===== config.mk =====
export PLATFORM = sky130hd
export DESIGN_NAME = addrwin_decoder
export DESIGN_NICKNAME = d
export VERILOG_FILES = /design/src/rtl/addrwin_pkg.sv /design/src/rtl/addrwin_regfile.sv /design/src/rtl/addrwin_match.sv /design/src/rtl/addrwin_select.sv /design/src/rtl/addrwin_decoder.sv
export SDC_FILE = /design/constraint.sdc
export NUM_CORES = 1
export LEC_CHECK = 0
export BUFFER_PORTS_ARGS = -buffer_cell sky130_fd_sc_hd__buf_2
export CORE_MARGIN = 1
export CORE_UTILIZATION = 55
export CTS_BUF_LIST = sky130_fd_sc_hd__clkbuf_2
export CTS_CLUSTER_SIZE = 12
export DETAILED_ROUTE_END_ITERATION = 10
export GPL_TIMING_DRIVEN = 0
export PLACE_DENSITY = 0.78
export SYNTH_ARGS = -nofsm -noshare
export SYNTH_HDL_FRONTEND = slang
export SYNTH_SLANG_ARGS = --single-unit

===== constraint.sdc =====
create_clock -name clk -period 3.8 [get_ports clk]
set_input_delay 0.19 -clock clk [delete_from_list [all_inputs] [get_ports clk]]
set_output_delay 0.19 -clock clk [all_outputs]
set_load 0.01 [all_outputs]

===== src/rtl/addrwin_pkg.sv =====
// Shared constants for the address window decoder.
// Assumes a 5-bit register address split into a 2-bit group and a 3-bit select.
package addrwin_pkg;
    localparam int CFG_AW = 5;
    localparam logic [1:0] GRP_MISC = 2'd0;
    localparam logic [1:0] GRP_BASE = 2'd1;
    localparam logic [1:0] GRP_MASK = 2'd2;
    localparam logic [2:0] SEL_CTRL = 3'd0;
    localparam logic [2:0] SEL_OVRD = 3'd1;
    localparam int PERM_LSB = 16;
endpackage


===== src/rtl/addrwin_regfile.sv =====
// Window register file with shadow save/restore and an override register.
// Assumes NUM_WIN <= 8, so the permission fields fit in bits [31:16].
module addrwin_regfile
    import addrwin_pkg::*;
#(
    parameter int NUM_WIN = 5
) (
    input  logic                     clk,
    input  logic                     rst_n,
    input  logic                     we,
    input  logic [CFG_AW-1:0]        addr,
    input  logic [31:0]              wdata,
    output logic [31:0]              rdata,
    input  logic                     save,
    input  logic                     restore,
    output logic [NUM_WIN-1:0]       win_en,
    output logic [NUM_WIN-1:0][1:0]  win_perm,
    output logic [NUM_WIN-1:0][15:0] win_base,
    output logic [NUM_WIN-1:0][7:0]  win_attr,
    output logic [NUM_WIN-1:0][15:0] win_mask
);
    logic [1:0] grp;
    logic [2:0] sel;
    logic [31:0] ovrd_q;
    logic [NUM_WIN-1:0]       sh_en;
    logic [NUM_WIN-1:0][1:0]  sh_perm;
    logic [NUM_WIN-1:0][15:0] sh_base;
    logic [NUM_WIN-1:0][7:0]  sh_attr;
    logic [NUM_WIN-1:0][15:0] sh_mask;

    assign grp = addr[4:3];
    assign sel = addr[2:0];

    // Live registers: restore has priority over writes, and save takes pre-write values.
    always_ff @(posedge clk) begin
        if (!rst_n) begin
            win_en <= '0; win_perm <= '0; win_base <= '0; win_attr <= '0; win_mask <= '0;
            sh_en <= '0; sh_perm <= '0; sh_base <= '0; sh_attr <= '0; sh_mask <= '0;
            ovrd_q <= '0;
        end else if (restore) begin
            win_en <= sh_en; win_perm <= sh_perm; win_base <= sh_base;
            win_attr <= sh_attr; win_mask <= sh_mask;
        end else begin
            if (save) begin
                sh_en <= win_en; sh_perm <= win_perm; sh_base <= win_base;
                sh_attr <= win_attr; sh_mask <= win_mask;
            end
            if (we && grp == GRP_MISC && sel == SEL_OVRD)
                ovrd_q <= wdata;
            for (int i = 0; i < NUM_WIN; i++) begin
                if (we && grp == GRP_MISC && sel == SEL_CTRL) begin
                    win_en[i]   <= wdata[i];
                    win_perm[i] <= wdata[PERM_LSB+2*i +: 2];
                end
                if (we && grp == GRP_BASE && sel == 3'(i)) begin
                    win_base[i] <= wdata[31:16];
                    win_attr[i] <= wdata[15:8];
                end
                if (we && grp == GRP_MASK && sel == 3'(i))
                    win_mask[i] <= wdata[31:16];
            end
        end
    end

    // Read mux: unimplemented fields and addresses return zero.
    always_comb begin
        rdata = '0;
        case (grp)
            GRP_MISC: begin
                if (sel == SEL_CTRL) begin
                    for (int i = 0; i < NUM_WIN; i++) begin
                        rdata[i] = win_en[i];
                        rdata[PERM_LSB+2*i +: 2] = win_perm[i];
                    end
                end else if (sel == SEL_OVRD) begin
                    rdata = ovrd_q;
                end
            end
            GRP_BASE: if (int'(sel) < NUM_WIN) rdata = {win_base[sel], win_attr[sel], 8'h00};
            GRP_MASK: if (int'(sel) < NUM_WIN) rdata = {win_mask[sel], 16'h0000};
            default: rdata = '0;
        endcase
    end
endmodule


===== src/rtl/addrwin_match.sv =====
// Per-window address comparators; one match bit per window.
// Assumes masks mark don't-care address bits with ones.
module addrwin_match #(
    parameter int NUM_WIN = 5
) (
    input  logic [31:0]              addr,
    input  logic [NUM_WIN-1:0]       win_en,
    input  logic [NUM_WIN-1:0][15:0] win_base,
    input  logic [NUM_WIN-1:0][15:0] win_mask,
    output logic [NUM_WIN-1:0]       hit_vec
);
    for (genvar i = 0; i < NUM_WIN; i++) begin : g_cmp
        // Enabled window whose unmasked upper address bits equal the base.
        assign hit_vec[i] = win_en[i] &&
            (((addr[31:16] ^ win_base[i]) & ~win_mask[i]) == 16'h0000);
    end
endmodule


===== src/rtl/addrwin_select.sv =====
// Lowest-index priority pick and registered response, with chip-select decode.
// Assumes hit_vec and the window fields are stable for the cycle of the request.
module addrwin_select #(
    parameter int NUM_WIN = 5,
    parameter int IDX_W   = 3
) (
    input  logic                     clk,
    input  logic                     rst_n,
    input  logic                     req_valid,
    input  logic [NUM_WIN-1:0]       hit_vec,
    input  logic [NUM_WIN-1:0][1:0]  win_perm,
    input  logic [NUM_WIN-1:0][7:0]  win_attr,
    output logic                     rsp_hit,
    output logic                     rsp_miss,
    output logic [IDX_W-1:0]         rsp_win,
    output logic [7:0]               rsp_attr,
    output logic [1:0]               rsp_perm,
    output logic [3:0]               rsp_cs_n
);
    logic             any_hit;
    logic [IDX_W-1:0] pick;
    logic [7:0]       attr_pick;
    logic             cs_ok;

    // Priority encoder: scan downward so the lowest matching index is left last.
    always_comb begin
        any_hit = 1'b0;
        pick    = '0;
        for (int i = NUM_WIN - 1; i >= 0; i--) begin
            if (hit_vec[i]) begin
                any_hit = 1'b1;
                pick    = IDX_W'(i);
            end
        end
    end

    assign attr_pick = win_attr[pick];
    // Chip select only for a memory code: zero upper nibble and one zero bit below.
    assign cs_ok = (attr_pick[7:4] == 4'h0) && ($countones(~attr_pick[3:0]) == 1);

    // Response register: one cycle after the request.
    always_ff @(posedge clk) begin
        if (!rst_n) begin
            rsp_hit <= 1'b0; rsp_miss <= 1'b0; rsp_win <= '0;
            rsp_attr <= '0; rsp_perm <= '0; rsp_cs_n <= 4'hF;
        end else begin
            rsp_hit  <= req_valid && any_hit;
            rsp_miss <= req_valid && !any_hit;
            rsp_win  <= (req_valid && any_hit) ? pick : '0;
            rsp_attr <= (req_valid && any_hit) ? attr_pick : 8'h00;
            rsp_perm <= (req_valid && any_hit) ? win_perm[pick] : 2'b00;
            rsp_cs_n <= (req_valid && any_hit && cs_ok) ? attr_pick[3:0] : 4'hF;
        end
    end
endmodule


===== src/rtl/addrwin_decoder.sv =====
// Top level: register file, comparators and priority response stage.
// Assumes 1 <= NUM_WIN <= 8.
module addrwin_decoder
    import addrwin_pkg::*;
#(
    parameter int NUM_WIN = 5,
    localparam int IDX_W  = (NUM_WIN > 1) ? $clog2(NUM_WIN) : 1
) (
    input  logic              clk,
    input  logic              rst_n,
    input  logic              cfg_we,
    input  logic [CFG_AW-1:0] cfg_addr,
    input  logic [31:0]       cfg_wdata,
    output logic [31:0]       cfg_rdata,
    input  logic              snap_save,
    input  logic              snap_restore,
    input  logic              req_valid,
    input  logic [31:0]       req_addr,
    output logic              rsp_hit,
    output logic              rsp_miss,
    output logic [IDX_W-1:0]  rsp_win,
    output logic [7:0]        rsp_attr,
    output logic [1:0]        rsp_perm,
    output logic [3:0]        rsp_cs_n
);
    logic [NUM_WIN-1:0]       win_en;
    logic [NUM_WIN-1:0][1:0]  win_perm;
    logic [NUM_WIN-1:0][15:0] win_base;
    logic [NUM_WIN-1:0][7:0]  win_attr;
    logic [NUM_WIN-1:0][15:0] win_mask;
    logic [NUM_WIN-1:0]       hit_vec;

    addrwin_regfile #(.NUM_WIN(NUM_WIN)) u_regs (
        .clk(clk), .rst_n(rst_n), .we(cfg_we), .addr(cfg_addr), .wdata(cfg_wdata),
        .rdata(cfg_rdata), .save(snap_save), .restore(snap_restore),
        .win_en(win_en), .win_perm(win_perm), .win_base(win_base),
        .win_attr(win_attr), .win_mask(win_mask)
    );

    addrwin_match #(.NUM_WIN(NUM_WIN)) u_match (
        .addr(req_addr), .win_en(win_en), .win_base(win_base),
        .win_mask(win_mask), .hit_vec(hit_vec)
    );

    addrwin_select #(.NUM_WIN(NUM_WIN), .IDX_W(IDX_W)) u_sel (
        .clk(clk), .rst_n(rst_n), .req_valid(req_valid), .hit_vec(hit_vec),
        .win_perm(win_perm), .win_attr(win_attr),
        .rsp_hit(rsp_hit), .rsp_miss(rsp_miss), .rsp_win(rsp_win),
        .rsp_attr(rsp_attr), .rsp_perm(rsp_perm), .rsp_cs_n(rsp_cs_n)
    );
endmodule


# ---- Word level (Yosys, flattened, before mapping)
# Index checks and enable logic that the tools add are counted.
dict set report totals {
  inputBits 75
  out_inout_bits 51
  regBits 481
}
dict set report op_classes {
  reduce_logical 48
  eq_ne 7
  order_cmp 3
  n_addsub 3
  mux 58
  bitwise 17
}
# cell count
set op_table {}
lappend op_table {{$mux W16} 12}
lappend op_table {{$mux W80} 2}
lappend op_table {{$bmux W16 S3} 2}
lappend op_table {{$mux W32} 3}
lappend op_table {{$pmux W32 S3} 1}
lappend op_table {{$and A16 B16 Y16} 5}
lappend op_table {{$logic_not A16 Y1} 5}
lappend op_table {{$not A16 Y16} 5}
lappend op_table {{$xor A16 B16 Y16} 5}
lappend op_table {{$mux W8} 7}
lappend op_table {{$bmux W8 S3} 2}
lappend op_table {{$mux W40} 1}
lappend op_table {{$add A32 B32 Y32} 1}
lappend op_table {{$eq A32 B2 Y1 const B} 1}
lappend op_table {{$logic_and A1 B1 Y1} 24}
lappend op_table {{$reduce_bool A2 Y1} 11}
lappend op_table {{$mux W10} 2}
lappend op_table {{$mux W3} 5}
lappend op_table {{$mux W2} 6}
lappend op_table {{$mux W11} 1}
lappend op_table {{$mux W1} 10}
lappend op_table {{$mux W5} 2}
lappend op_table {{$lt A3 B4 Y1 const B} 2}
lappend op_table {{$reduce_and A2 Y1} 4}
lappend op_table {{other kinds (15)} 17}

# ---- Logic depth before layout (Yosys ltp)
# Gate-level depths: netlist (run 1).
dict set report depth {
  depth_word 18
  depth_mapped 16
  depth_no_buf 15
}

# ---- Modules after synthesis
# From an unflattened synthesis (run 1), not the netlist that was laid out.
dict set report unflattened {
  cells_unflattened 2437
  hier_area_um2 21043.9
}
# mod instances cells_per_inst seq_area_each_um2 area_per_inst_um2
set modules_own_cells {}
lappend modules_own_cells {addrwin_regfile 1 2138 9248.9 18632.9}
lappend modules_own_cells {addrwin_match 1 160 0.0 1219.9}
lappend modules_own_cells {addrwin_select 1 139 380.4 1191.1}

# ---- Worst setup path before layout (run 1)
# OpenSTA, ideal clock, no wires.
dict set report synth_path {
  kind {reg-to-reg}
  start {register u_regs.win_base[42] in the netlist's numbering}
  end {register u_sel.rsp_cs_n[2]}
  t_arrival_ns 4.081
  slack_ns -0.414
  setup_ns 0.132
  stages_incl_launch_ff 16
  cell_sequence {dfxtp_1 xnor2_1 o22ai_1 nor4_1 nand3_1 a211oi_2 buf_6 mux2_2 mux2i_1 o21ba_2 ha_1 ha_1 fa_1 nor4b_1 o2111ai_1 or3_2}
}
dict set report synth_between {
  elab_chain_cells 16
}
# element line
set synth_lines {}
lappend synth_lines {{from (decl)} addrwin_regfile.sv:18} ;# output logic [NUM_WIN-1:0][15:0] win_base,
lappend synth_lines {{from (signal assigned)} addrwin_regfile.sv:41} ;# win_en <= sh_en; win_perm <= sh_perm; win_base <= sh_base;
lappend synth_lines {{from (signal, indexed assignment)} addrwin_regfile.sv:56} ;# win_base[i] <= wdata[31:16];
lappend synth_lines {{$xor A16 B16 Y16 (*)} addrwin_match.sv:15} ;# (((addr[31:16] ^ win_base[i]) & ~win_mask[i]) == 16'h0000);
lappend synth_lines {{$and A16 B16 Y16 (*)} addrwin_match.sv:15}
lappend synth_lines {{$logic_not A16 Y1 (*)} addrwin_match.sv:15}
lappend synth_lines {{$logic_and A1 B1 Y1 (*)} addrwin_match.sv:14} ;# assign hit_vec[i] = win_en[i] &&
lappend synth_lines {{$mux W3 (3 in series)} addrwin_select.sv:30} ;# if (hit_vec[i]) begin
lappend synth_lines {{$bmux W8 S3} addrwin_select.sv:37} ;# assign attr_pick = win_attr[pick];
lappend synth_lines {{$mux W8 (not written as such)} addrwin_select.sv:37}
lappend synth_lines {{$not A4 Y4} addrwin_select.sv:39} ;# assign cs_ok = (attr_pick[7:4] == 4'h0) && ($countones(~attr_pick[3:0]) == 1);
lappend synth_lines {{$add A1 B1 Y2 (not written as such)} addrwin_select.sv:39}
lappend synth_lines {{$add A32 B32 Y32 (not written as such)} addrwin_select.sv:39}
lappend synth_lines {{$eq A32 B2 Y1} addrwin_select.sv:39}
lappend synth_lines {{$logic_and A1 B1 Y1} addrwin_select.sv:39}
lappend synth_lines {{$logic_and A1 B1 Y1} addrwin_select.sv:52} ;# rsp_cs_n <= (req_valid && any_hit && cs_ok) ? attr_pick[3:0] : 4'hF;
lappend synth_lines {{$reduce_and A2 Y1 (no line)} n/a}
lappend synth_lines {{to (signal assigned)} addrwin_select.sv:52}
lappend synth_lines {{to (decl)} addrwin_select.sv:18} ;# output logic [3:0] rsp_cs_n
# Every way passes the cells marked *; elsewhere a longest branch is shown, timed or not. The select of a mux whose other input is x is not followed.
# A chain may end at the register's enable or synchronous reset.

# ---- Final worst setup path (run 1)
dict set report layout_path {
  start {register u_regs.win_base[52] in the netlist's numbering}
  end {register u_sel.rsp_cs_n[1]}
}
dict set report layout_between {
  elab_chain_cells 17
}
# element line
set layout_lines {}
lappend layout_lines {{$xor A16 B16 Y16 (*)} addrwin_match.sv:15}
lappend layout_lines {{$and A16 B16 Y16 (*)} addrwin_match.sv:15}
lappend layout_lines {{$logic_not A16 Y1 (*)} addrwin_match.sv:15}
lappend layout_lines {{$logic_and A1 B1 Y1 (*)} addrwin_match.sv:14}
lappend layout_lines {{$mux W3 (4 in series)} addrwin_select.sv:30}
lappend layout_lines {{$bmux W8 S3} addrwin_select.sv:37}
lappend layout_lines {{$mux W8 (not written as such)} addrwin_select.sv:37}
lappend layout_lines {{$not A4 Y4} addrwin_select.sv:39}
lappend layout_lines {{$add A1 B1 Y2 (not written as such)} addrwin_select.sv:39}
lappend layout_lines {{$add A32 B32 Y32 (not written as such)} addrwin_select.sv:39}
lappend layout_lines {{$eq A32 B2 Y1} addrwin_select.sv:39}
lappend layout_lines {{$logic_and A1 B1 Y1} addrwin_select.sv:39}
lappend layout_lines {{$logic_and A1 B1 Y1} addrwin_select.sv:52}
lappend layout_lines {{$reduce_and A2 Y1 (no line)} n/a}
# Marked as above.

==> results of run 1 <==
worst paths after layout:
| path | to | startpoint |
|---|---|---|
| worst max-delay path | u_sel.rsp_cs_n[1] | u_regs.win_base[52] |
| worst min-delay path | u_sel.rsp_win[0] | req_addr[22] |
| worst max register to register | u_sel.rsp_cs_n[1] | u_regs.win_base[52] |
| worst min register to register | u_regs.sh_base[54] | u_regs.sh_base[54] |
metal layers:
metal / track usage (%) / vias to the layer above
li1: - / 9730
met1: 53.28 / 10664
met2: 66.80 / 1543
met3: 11.01 / 414
met4: 31.80 / 2
met5: 0 / -
critical path: cells and delay by family, from the launching register on:
family	cells	cell delay, ns
adders and majority gates	3	0.80
and+or+nand+nor	4	1.37
buffers and inverters	1	0.18
muxes	2	0.49
xor gates and xnor gates	1	0.18
DFF	1	0.50
AOI/OAI and AO/OA	4	0.75
state kept, by name, indices dropped and copies added, names as in the netlist:
register,count
u_regs.sh_base,80
u_regs.sh_mask,80
u_regs.win_base,80
u_regs.win_mask,80
u_regs.sh_attr,40
u_regs.win_attr,40
u_regs.ovrd_q,32
u_regs.sh_perm,10
u_regs.win_perm,10
u_sel.rsp_attr,8
u_regs.sh_en,5
u_regs.win_en,5
u_sel.rsp_cs_n,4
u_sel.rsp_win,3
u_sel.rsp_perm,2
u_sel.rsp_hit,1
u_sel.rsp_miss,1
cell type report:
type | count | share of cell area (%)
Sequential cell | 481 | 36.92
Buffer | 234 | 3.604
Multi-Input combinational cell | 1910 | 47.45
Inverter | 6 | 0.08580
Clock buffer | 165 | 3.146
Timing Repair Buffer | 198 | 5.706
Antenna cell | 5 | 0.04767
Clock inverter | 28 | 0.5100
Tap cell | 532 | 2.536
timing repair:
action	CTS	global route
hold buffers	91	0
resized for setup	41	50
setup buffers	12	7
endpoints found under the hold margin	266	0
setup endpoints to repair	4	8
pin swaps	10	16
placed cells by master, fill, tap and decap left out, types with 7 or more instances in the layout:
cell type and count:
nand2_1 720, dfxtp_1 452, a21boi_0 327, clkbuf_1 194, clkbuf_2 165, o21ai_0 150
mux2i_1 139, and2_1 138, a22oi_1 112, buf_2 97, dlygate4sd3_1 91, xnor2_1 63
mux4_2 40, o22ai_1 36, nor2_1 26, clkinv_1 24, buf_1 22, buf_4 21
dfxtp_2 19, a22o_1 17, xnor2_2 16, a222oi_1 12, mux2_2 11, dfxtp_4 10
buf_6 7
through the flow:
stage | instances | TNS (ns)
floorplan | 2631 | -0.7928
global placement | 3251 | -4.643
detailed placement | 3251 | -4.841
CTS | 3547 | -1.549
global route | 3557 | -2.327
finish | 3559 | -1.915
cells by family after synthesis:
kind of cell	share of synthesized area [%]
AND/OR/NAND/NOR	17.59
AO/OA/AOI/OAI	21.51
flip-flops	42.47
buffers and inverters	4.222
multiplexers	10.82
XOR/XNOR	3.124
adder cells (fa/ha/maj)	0.2539
power breakdown:
group / switching, mW / leakage, nW / internal (mW) / total (mW)
Sequential: 0.0901 / 3.90 / 5.09 / 5.18
Combinational: 0.642 / 4.85 / 0.313 / 0.955
Clock: 2.11 / 0.749 / 1.22 / 3.33
Total: 2.85 / 9.50 / 6.62 / 9.46
==> run_results.csv, run 1 <==
group,metric,value,unit
clocking,cts_tree,"built",
layout,design_area,26250,um^2
clocking,h-tree-depth,3,
global_routing,overflow,0,
layout,multiInputGateArea,12450,um^2
clocking,cts_max_path_buffers,3,
power_and_ir_drop,power.leakage,9.502,nW
drt,wl_met1,34190,um
setup_path,crit_path_cell_trace,"xnor2_2, o22ai_1, nor3_1, nand3_4, a211oi_4, buf_6, mux2_4, mux2i_4, o21ba_4, ha_4, ha_4, fa_1, nor4b_2, o2111ai_2, or4_1",
logic_synthesis,synth_edf_count,0,
logic_synthesis,synth_commonest_cells,"nand2_1, dfxtp_1, a21boi_0",
power_and_ir_drop,power-per-cell-area,360.5,nW/um^2
timing,tightestPinTransition,1.583,ns
layout,nFillCells,3472,
timing,period_share,114.2,%
logic_synthesis,synth_area,22670,um^2
floorplan,coreArea,40740,um^2
logic_synthesis,synth_flop_cell,"dfxtp_1",
min_path,hold_depth,8,
global_routing,grt_pass1_vias,21099,
setup_path,crit_path_start_kind,"flip-flop",
logic_synthesis,synth_most_common_cell,"nand2_1",
clocking,clkTransAtPathRegs,0.10,ns
drt,wl,92600,um
drt,wl_met2,40550,um
clocking,cts_buffers,119,
logic_synthesis,ys_top_cells_by_area,"dfxtp_1, nand2_1, a21boi_0",
setup_path,ff2ff_path_depth,15,
setup_path,cp_slowest_cell,"or4_1",
layout,drive_gt1_share,14.26,%
placement,port_buffers,88,
power_and_ir_drop,ir_worst_vdd,0.2548,mV
floorplan,die_y,205.0,um
status,status,"finished with violations",
floorplan,placementRows,74,
drt,ant_nets,0,
clocking,clkSinkCount,481,
drt,vias,22353,
status,violations,"capacitance limit, slew limit, setup timing",
floorplan,start_util,55.65,%
floorplan,pin_count,126,
logic_synthesis,synthArstFlopShare,0,%
timing,fin_skew,0.09366,ns
layout,nNetsFinal,3029,
setup_path,crit_required,4.90,ns
global_routing,grt_use_total,43.67,%
timing,max_freq,0.2305,GHz
setup_path,crit_type,"flip-flop to flip-flop",
placement,dpl_cell_area,23840,um^2
drt,viasPerCell,6.281,
timing,maxSlewViolCount,22,
logic_synthesis,syn_inst,2631,
placement,hpwl,66290,um
drt,wl_per_cell,26.02,um
drt,top_layer,"met5",
clocking,cts_root_buf,"clkbuf_2",
power_and_ir_drop,p_total,9.464,mW
timing,hold_ws,0.02659,ns
drt,firstDrtPassIters,10,
timing,fin_ws,-0.5378,ns
timing,finalHoldViolCount,0,
setup_path,worstPathMaxFanout,5,
setup_path,cp_slowest_stage_delay,0.54,ns
drt,drc,0,
layout,seqCellArea,9691,um^2
clocking,clock_latency,1.23,ns
logic_synthesis,yosys.cell_types.count,54,
timing,setup_viol,4,
min_path,hold_class,"input port to flip-flop",
logic_synthesis,synth_nets,2710,
logic_synthesis,ys_seq_area_share,42.47,%
global_routing,grt_start_max_net_pins,16,
drt,dr_wl_met3,10370,um
timing,rsz0062_at_grt,"true",
setup_path,path_common_cell,"ha_4",
setup_path,end_kind,"flip-flop",
placement,pre_cts_slack,-1.265,ns
drt,initialDrtViolationCount,2955,
global_routing,antenna_found_initial,2,
layout,area_delta_synth_final,15.78,%
logic_synthesis,synth_top_area_share,42.47,%
floorplan,die_x,205.0,um
timing,period_minus_slack,4.338,ns
logic_synthesis,synth_top_area_cell,"dfxtp_1",
timing,slew_headroom,-5.501,%
setup_path,r2r_setup_slack,-0.54,ns
job,drv_cap,2,
placement,place_congestion,1.051,
floorplan,dieArea,42040,um^2
global_routing,grt_pass1_wl,133200,um
logic_synthesis,syn_avg_cell_area,8.617,um^2
setup_path,arrival,5.43,ns
logic_synthesis,yosysWarnings,0,
layout,utilization,64.43,%
logic_synthesis,synth_seq_cells,481,
No activity file was read; power rests on OpenSTA's default activity.
==> run 2: changes to the inputs <==
CTS_CLUSTER_DIAMETER = 40   (was not set)
GPL_TIMING_DRIVEN = not set   (was 0)
==> run_results.csv, run 2 (same netlist as run 1, synthesis figures left out) <==
group,metric,value,unit
clocking,cts_root_buf,"clkbuf_2",
global_routing,grt_start_max_net_pins,261,
floorplan,start_util,55.65,%
floorplan,dieArea,42040,um^2
setup_path,arrival,5.22,ns
clocking,clkSinkCount,481,
timing,hold_ws,0.05121,ns
global_routing,grt_use_total,36.78,%
layout,final_cell_mix,"nand2_1, dfxtp_1, a21boi_0",
layout,area_delta_synth_final,21.27,%
drt,viasPerCell,6.143,
global_routing,grt_pass1_wl,118400,um
power_and_ir_drop,ir_worst_vdd,0.3055,mV
global_routing,met2_usage,57.46,%
timing,fin_skew,0.1057,ns
layout,stdcell_count,3536,
drt,firstDrtPassIters,9,
global_routing,grt_pass1_vias,20852,
setup_path,crit_type,"flip-flop to flip-flop",
layout,drive_gt1_share,21.35,%
floorplan,coreArea,40740,um^2
global_routing,met3_usage,9.943,%
drt,ant_nets,0,
placement,placedCellCount,3291,
power_and_ir_drop,power.leakage,10.50,nW
timing,period_share,112.3,%
global_routing,antenna_found_initial,9,
floorplan,die_x,205.0,um
status,violations,"DRC, setup timing",
clocking,cts_buffers,72,
timing,setup_viol,4,
clocking,clkTransAtPathRegs,0.24,ns
floorplan,pin_count,126,
timing,finalHoldViolCount,0,
drt,wl,78370,um
clocking,cts_max_path_buffers,3,
layout,mostFrequentLayoutCell,"nand2_1",
setup_path,end_kind,"flip-flop",
timing,max_freq,0.2344,GHz
setup_path,worstPathMaxFanout,5,
timing,slew_headroom,23.88,%
timing,rsz0062_at_grt,"true",
floorplan,die_y,205.0,um
status,status,"finished with violations",
job,drv_cap,0,
global_routing,grtUsageMet1,45.61,%
min_path,hold_class,"input port to flip-flop",
drt,drc,2,
timing,tightestPinTransition,1.142,ns
placement,place_congestion,1.026,
layout,nFillCells,3181,
placement,pre_cts_slack,-0.6300,ns
clocking,clock_latency,1.13,ns
drt,vias,21723,
power_and_ir_drop,power-per-cell-area,358.7,nW/um^2
layout,utilization,67.48,%
placement,hpwl,50180,um
clocking,h-tree-depth,3,
global_routing,busiest_layer,"met2",
global_routing,overflow,0,
setup_path,crit_path_start_kind,"flip-flop",
drt,wl_per_cell,22.16,um
clocking,cts_tree,"built",
layout,nNetsFinal,3020,
drt,initialDrtViolationCount,2866,
floorplan,placementRows,74,
placement,port_buffers,109,
timing,maxSlewViolCount,0,
setup_path,crit_required,4.75,ns
timing,period_minus_slack,4.266,ns
timing,fin_ws,-0.4662,ns
[run 2: cell count changes in the layout (fill, tap and decap cells not counted), sizes merged]
cell,change
inv,+11
clkinv,-6
clkinvlp,+6
dlygate4sd3,-8
bufinv,+12
diode,+2
clkbuf,-280
buf,+240
[run 2: per-stage QoR]
step | total power, mW | instance area, um^2 | setup TNS (ns)
floorplan | 5.737 | 22730 | -0.7928
global placement | 6.080 | 25090 | -1.868
detailed placement | 6.098 | 25090 | -2.377
CTS | 9.819 | 27230 | -2.043
global route | 10.13 | 27490 | -2.196
finish | 9.862 | 27490 | -1.803
[run 2: repair_timing]
action / in CTS / in global routing
pin swaps: 19 / 20
setup endpoints to repair: 4 / 6
buffers inserted: 20 / 7
hold buffers: 83 / 0
hold endpoints to repair: 478 / 0
resized for setup: 19 / 43
[run 2: path summary, 6_finish.rpt]
| path | startpoint | to | slack [ns] | cells after the start |
|---|---|---|---|---|
| max | u_regs.win_base[31] | u_sel.rsp_cs_n[1] | -0.47 | 16 |
| max reg2reg | u_regs.win_base[31] | u_sel.rsp_cs_n[1] | -0.47 | 16 |
| min reg2reg | u_regs.win_attr[9] | u_regs.sh_attr[9] | 0.46 | 2 |
| min | cfg_wdata[31] | u_regs.win_mask[15] | 0.05 | 4 |
[run 2: per-layer routing]
metal	up-vias	share of wire (%)
met5	-	0.050
met4	6	6.1
met1	10426	38
met2	1293	45
met3	327	11
li1	9671	-
[run 2: final cells by class]
class	count	area, um^2	share of cell area (%)
antenna	7	17.52	0.06371
clock buffer	79	395.4	1.438
clock inverter	51	665.6	2.421
inverter	6	22.52	0.08192
multi-input combinational	1910	12480	45.41
sequential	481	9643	35.07
tap	532	665.6	2.421
timing repair buffer	470	3598	13.09
[run 2: where the power goes]
part	internal (mW)	total (mW)	switching, mW
combinational	0.354	0.955	0.601
sequential	5.11	5.16	0.0486
clock	1.58	3.75	2.17
[run 2: worst max-delay path, stage by stage, from the launching register on]
cell,delay [ns]
dfxtp_1,0.39
xnor2_2,0.23
o22ai_1,0.13
nor4_2,0.27
buf_4,0.16
nand3_2,0.14
buf_6,0.19
and4_1,0.21
nand2_4,0.14
mux2i_4,0.28
o21ba_4,0.17
ha_4,0.20
ha_4,0.15
fa_1,0.46
nor4b_2,0.30
o2111ai_2,0.16
or4_1,0.53
